<file path="src/rtl/phase_div_pkg.sv">
package phase_div_pkg;
  localparam int unsigned CNT_W_DEF = 4;
  localparam int unsigned OFS_W_DEF = 4;

  function automatic int unsigned max_u(int unsigned a, int unsigned b);
    return (a > b) ? a : b;
  endfunction
endpackage

</file>
<file path="src/rtl/phase_decode.sv">
module phase_decode
  import phase_div_pkg::*;
#(
  parameter int unsigned CNT_W = CNT_W_DEF,
  parameter int unsigned OFS_W = OFS_W_DEF,
  localparam int unsigned DLY_W = max_u(CNT_W, OFS_W) + 1
) (
  input  logic             start_high_i,
  input  logic [OFS_W-1:0] offset_i,
  input  logic [CNT_W-1:0] low_cnt_i,
  output logic [DLY_W-1:0] delay_o
);
  logic [DLY_W-1:0] ofs_ext, low_ext;

  assign ofs_ext = DLY_W'(offset_i);
  assign low_ext = DLY_W'(low_cnt_i);

  // Upper phase range: the wait also includes the low time.
  always_comb begin
    if (start_high_i) delay_o = ofs_ext + low_ext + DLY_W'(1);
    else              delay_o = ofs_ext;
  end
endmodule

</file>
<file path="src/rtl/delay_ctrl.sv">
module delay_ctrl #(
  parameter int unsigned DLY_W = 5
) (
  input  logic             clk_i,
  input  logic             rst_ni,
  input  logic             sync_i,
  input  logic [DLY_W-1:0] delay_i,
  output logic             fire_o,
  output logic             run_o
);
  logic             wait_q;
  logic [DLY_W-1:0] dly_q;

  always_ff @(posedge clk_i or negedge rst_ni) begin
    if (!rst_ni) begin
      wait_q <= 1'b1;
      dly_q  <= '0;
    end else if (sync_i) begin
      wait_q <= 1'b1;
      dly_q  <= delay_i;
    end else if (wait_q) begin
      if (dly_q == '0) wait_q <= 1'b0;
      else             dly_q  <= dly_q - DLY_W'(1);
    end
  end

  assign fire_o = wait_q & ~sync_i & (dly_q == '0);
  assign run_o  = ~wait_q;


  dly_step_chk: assert property (@(posedge clk_i) disable iff (!rst_ni)
    (wait_q && !sync_i && dly_q != '0) |=> (wait_q && dly_q == $past(dly_q) - DLY_W'(1)));


  fire_exit_chk: assert property (@(posedge clk_i) disable iff (!rst_ni)
    fire_o |=> !wait_q);
endmodule

</file>
<file path="src/rtl/period_gen.sv">
module period_gen #(
  parameter int unsigned CNT_W = 4
) (
  input  logic             clk_i,
  input  logic             rst_ni,
  input  logic             sync_i,
  input  logic             fire_i,
  input  logic             run_i,
  input  logic [CNT_W-1:0] high_cnt_i,
  input  logic [CNT_W-1:0] low_cnt_i,
  output logic             div_o
);
  logic             out_q;
  logic [CNT_W-1:0] cnt_q;
  logic [CNT_W-1:0] low_q;
  logic [CNT_W-1:0] high_tgt_q;

  // Counts are sampled at each rising edge, so a period is never split.
  always_ff @(posedge clk_i or negedge rst_ni) begin
    if (!rst_ni) begin
      out_q      <= 1'b0;
      cnt_q      <= '0;
      low_q      <= '0;
      high_tgt_q <= '0;
    end else if (sync_i) begin
      out_q <= 1'b0;
      cnt_q <= '0;
    end else if (fire_i) begin
      out_q      <= 1'b1;
      cnt_q      <= high_cnt_i;
      low_q      <= low_cnt_i;
      high_tgt_q <= high_cnt_i;
    end else if (run_i) begin
      if (cnt_q == '0) begin
        if (out_q) begin
          out_q <= 1'b0;
          cnt_q <= low_q;
        end else begin
          out_q      <= 1'b1;
          cnt_q      <= high_cnt_i;
          low_q      <= low_cnt_i;
          high_tgt_q <= high_cnt_i;
        end
      end else begin
        cnt_q <= cnt_q - CNT_W'(1);
      end
    end
  end

  assign div_o = out_q;

  logic [CNT_W:0] hi_len_q;
  always_ff @(posedge clk_i or negedge rst_ni) begin
    if (!rst_ni)    hi_len_q <= '0;
    else if (out_q) hi_len_q <= hi_len_q + (CNT_W+1)'(1);
    else            hi_len_q <= '0;
  end


  sync_low_chk: assert property (@(posedge clk_i) disable iff (!rst_ni)
    sync_i |=> !out_q);


  high_len_chk: assert property (@(posedge clk_i) disable iff (!rst_ni)
    (!out_q && $past(out_q) && !$past(sync_i)) |->
      hi_len_q == (CNT_W+1)'(high_tgt_q) + (CNT_W+1)'(1));


  low_run_chk: assert property (@(posedge clk_i) disable iff (!rst_ni)
    (run_i && !out_q && !sync_i) |-> cnt_q <= low_q);
endmodule

</file>
<file path="src/rtl/phase_divider.sv">
module phase_divider
  import phase_div_pkg::*;
#(
  parameter int unsigned CNT_W = CNT_W_DEF,
  parameter int unsigned OFS_W = OFS_W_DEF,
  localparam int unsigned DLY_W = max_u(CNT_W, OFS_W) + 1
) (
  input  logic             clk_i,
  input  logic             rst_ni,
  input  logic             sync_i,
  input  logic [CNT_W-1:0] high_cnt_i,
  input  logic [CNT_W-1:0] low_cnt_i,
  input  logic [OFS_W-1:0] offset_i,
  input  logic             start_high_i,
  output logic             div_o
);
  logic [DLY_W-1:0] delay;
  logic             fire, run;

  phase_decode #(.CNT_W(CNT_W), .OFS_W(OFS_W)) u_decode (
    .start_high_i(start_high_i),
    .offset_i    (offset_i),
    .low_cnt_i   (low_cnt_i),
    .delay_o     (delay)
  );

  delay_ctrl #(.DLY_W(DLY_W)) u_delay (
    .clk_i  (clk_i),
    .rst_ni (rst_ni),
    .sync_i (sync_i),
    .delay_i(delay),
    .fire_o (fire),
    .run_o  (run)
  );

  period_gen #(.CNT_W(CNT_W)) u_period (
    .clk_i     (clk_i),
    .rst_ni    (rst_ni),
    .sync_i    (sync_i),
    .fire_i    (fire),
    .run_i     (run),
    .high_cnt_i(high_cnt_i),
    .low_cnt_i (low_cnt_i),
    .div_o     (div_o)
  );


  reset_low_chk: assert property (@(posedge clk_i) !rst_ni |-> !div_o);
endmodule

</file>
<file path="config.mk">
export PLATFORM = sky130hd
export DESIGN_NAME = phase_divider
export DESIGN_NICKNAME = d
export VERILOG_FILES = /design/src/rtl/phase_div_pkg.sv /design/src/rtl/phase_decode.sv /design/src/rtl/delay_ctrl.sv /design/src/rtl/period_gen.sv /design/src/rtl/phase_divider.sv
export SDC_FILE = /design/constraint.sdc
export NUM_CORES = 1
export LEC_CHECK = 0
export ABC_AREA = 0
export CORE_MARGIN = 4
export CORE_UTILIZATION = 40
export DETAILED_ROUTE_END_ITERATION = 12
export PLACE_DENSITY_LB_ADDON = 0.12
export REMOVE_ABC_BUFFERS = 1
export SETUP_SLACK_MARGIN = 0.2
export SLEW_MARGIN = 5
export SYNTH_ARGS = -nofsm -noshare
export SYNTH_HDL_FRONTEND = slang
export SYNTH_HIERARCHICAL = 1
export SYNTH_SLANG_ARGS = --single-unit
</file>
<file path="constraint.sdc">
create_clock -name clk_i -period 3 [get_ports clk_i]
set_input_delay 0.3 -clock clk_i [delete_from_list [all_inputs] [get_ports clk_i]]
set_output_delay 0.3 -clock clk_i [all_outputs]
set_load 0.02 [all_outputs]
</file>
==> metrics.yaml <==
sta:
  skew_ps: 10.1
  max_freq_mhz: 433
  fin_setup_tns_ps: 0
  rsz0062_at_grt: "false"
  setup-violations-final: 0
  slew_headroom: 0.534
  finalCriticalPeriod_ps: 2310
  timing.final.crit_share: 0.771
  slew_viol_final: 0
  tightest_slew_ps: 698
  hold_viol: 0
synthesis:
  synthFlopType: "dfrtp_1"
  synth-seq-cells: 15
  synth_edf_count: 0
  synth_top_area_cell: "dfrtp_1"
  netlist.area_leader.share: 0.283
  synthCells: 137
  synth_area_um2: 1240
  yosysWarnings: 6
  ys_top_cells_by_area: "dfrtp_1, ha_1, nand2_1"
  avgSynthCellArea_um2: 9.02
  synthDistinctLibCells: 50
  synthArstFlopShare: 1.00
  synth-seq-area-share: 0.305
placement:
  dp_hpwl_um: 2100
  io_buffers: 16
  place_inst: 179
  place.gp.congestion: 0.819
layout:
  num-fill-cells: 290
  drive_gt1_frac: 0.105
  area_delta_synth_final_pct: 16.2
  multiInputGateArea_um2: 767
  nNetsFinal: 177
  diodes: 0
  finalNonFillerCells: 183
  seq_area_um2: 377
critical_path:
  critPathTopFamily: "simple AND/OR/NAND/NOR gates"
  critPathBufInv: 2
  max_stage_delay_ps: 640
  arrival_ps: 2470
  end_kind: "register"
  worstSetupStartpointType: "register"
  required_ps: 3150
  path_class: "reg -> reg"
  crit_path_max_fanout: 14
  cp_cell_sequence: "inv_1 > ha_1 > or4bb_2 > nor3_1 > buf_4 > and3b_1 > o21ai_0 > a311oi_1"
  cp_slowest_cell: "or4bb_2"
die:
  start_util: 0.433
  dieArea_um2: 4040
  coreArea_um2: 2850
  die_y_um: 63.6
  num_rows: 19
  ios: 17
  dieWidth_um: 63.6
routing:
  drt_iter0_drc: 27
  ant_nets: 0
  dr.pass1.iters: 4
  route.vias.total: 1048
  post_drt_wl_per_cell_um: 14.8
  drc: 0
  wirelength_um: 2700
  vias_per_cell: 5.73
global_routing:
  grt_pass1_vias: 1046
  grt_use_total: 0.147
  grt_pass1_wl_um: 4800
  gr-total-overflow: 0
  antenna_found_initial: 0
  grt_max_degree: 22
clock_network:
  clock_sinks: 15
  postCtsHoldBufs: 0
  htree_num_levels: 1
  cts_tree: "yes"
  cts.clk_slew.worst_paths_ps: 100
  root_buffer: "clkbuf_4"
  cts_resized: 0
  cts_setup_buffers: 0
  clk_latency_ps: 290
  cts_buffers: 3
  clockBufferDepth: 2
min_path:
  hp-class: "in -> async"
power:
  max-vdd-ir-drop_mv: 0.339
  power.density_nw_per_um2: 516
  p_leak_uw: 0.000620
job:
  maxCapViolCount: 0
status:
  status: "completed"
==> per-stage QoR <==
step | instance area, um2 | power, uW | hold slack (ps) | util | setup WS [ps]
global placement | 1410 | 618 | 522 | 0.494 | 759
global route | 1440 | 805 | 474 | 0.504 | 591
floorplan | 1200 | 530 | 4.41 | - | 346
CTS | 1440 | 749 | 443 | 0.504 | 687
detailed placement | 1410 | 628 | 529 | 0.494 | 712
finish | 1440 | 741 | 423 | 0.504 | 688
==> worst paths after layout <==
path / startpoint / to / slack [ps] / cells past startpoint
worst max-delay path: u_delay/dly_q[0] / u_period/cnt_q[0] / 690 / 8
worst min register to register: u_period/low_q[2] / u_period/low_q[2] / 550 / 2
worst max register to register: u_delay/dly_q[0] / u_period/cnt_q[0] / 690 / 8
worst min-delay path: rst_ni / u_period/low_q[2] / 420 / 1
max in group asynchronous: rst_ni / u_delay/dly_q[1] / 2120 / 1
min in group clk_i: u_period/low_q[2] / u_period/low_q[2] / 550 / 2
==> placed cells by master, fill, tap and decap left out, types with 4 or more instances in the layout <==
master | Yosys | routed
a21oi_1 | 9 | 9
clkdlybuf4s50_1 | 0 | 16
dfrtp_1 | 14 | 14
ha_1 | 7 | 7
inv_1 | 14 | 14
mux2i_1 | 5 | 5
nand2_1 | 16 | 16
nor2_1 | 4 | 4
nor2b_1 | 6 | 6
o211ai_1 | 8 | 8
==> worst reg2reg max path: stages (launching register included) <==
cell and delay (ps):
dfrtp_1 390, inv_1 90, ha_1 230, or4bb_2 640, nor3_1 150, buf_4 210, and3b_1 190, o21ai_0 180
a311oi_1 110
==> registers in the layout (all words and copies together) (netlist names) <==
name and flops:
u_delay/dly_q 5, u_delay/wait_q 1, u_period/low_q 4, u_period/div_o 1, u_period/cnt_q 4
==> kinds of logic (layout without fill, tap and decap cells) <==
kind of cell,count (synthesis),in the layout,synth area share
buf+inv,21,36,0.0749
flops,15,15,0.305
fa+ha+maj,8,8,0.0870
mux,6,6,0.0496
simple gates,45,45,0.228
compound gates,39,39,0.235
xor+xnor,3,3,0.0213
==> where the power goes <==
part	internal, uW	switching, uW	total (uW)
clock network	51.6	65.5	117
logic	173	154	328
registers	244	52.5	296
==> synthesized netlist by cell type, types with 3 or more instances <==
library cell and count:
a21oi_1 9, dfrtp_1 14, ha_1 7, inv_1 14
mux2i_1 5, nand2_1 16, nor2_1 4, nor2b_1 6
o211ai_1 8, o21a_1 3, o21ai_0 3, or3_1 3
==> routing by layer <==
| layer | GRT usage | vias to the layer above | share of wire |
|---|---|---|---|
| li1 | - | 532 | - |
| met1 | 0.182 | 499 | 0.47 |
| met2 | 0.245 | 13 | 0.49 |
| met3 | 0.0391 | 4 | 0.029 |
| met4 | 0.0512 | 0 | 0.011 |
| met5 | 0 | - | 0 |
==> final cells by class <==
class,count,area share
multi-input combinational,101,0.534
clock buffer,4,0.0183
sequential,15,0.262
tap,31,0.0270
timing repair buffer,18,0.122
inverter,14,0.0366
Power figures use the tool's default switching activity.
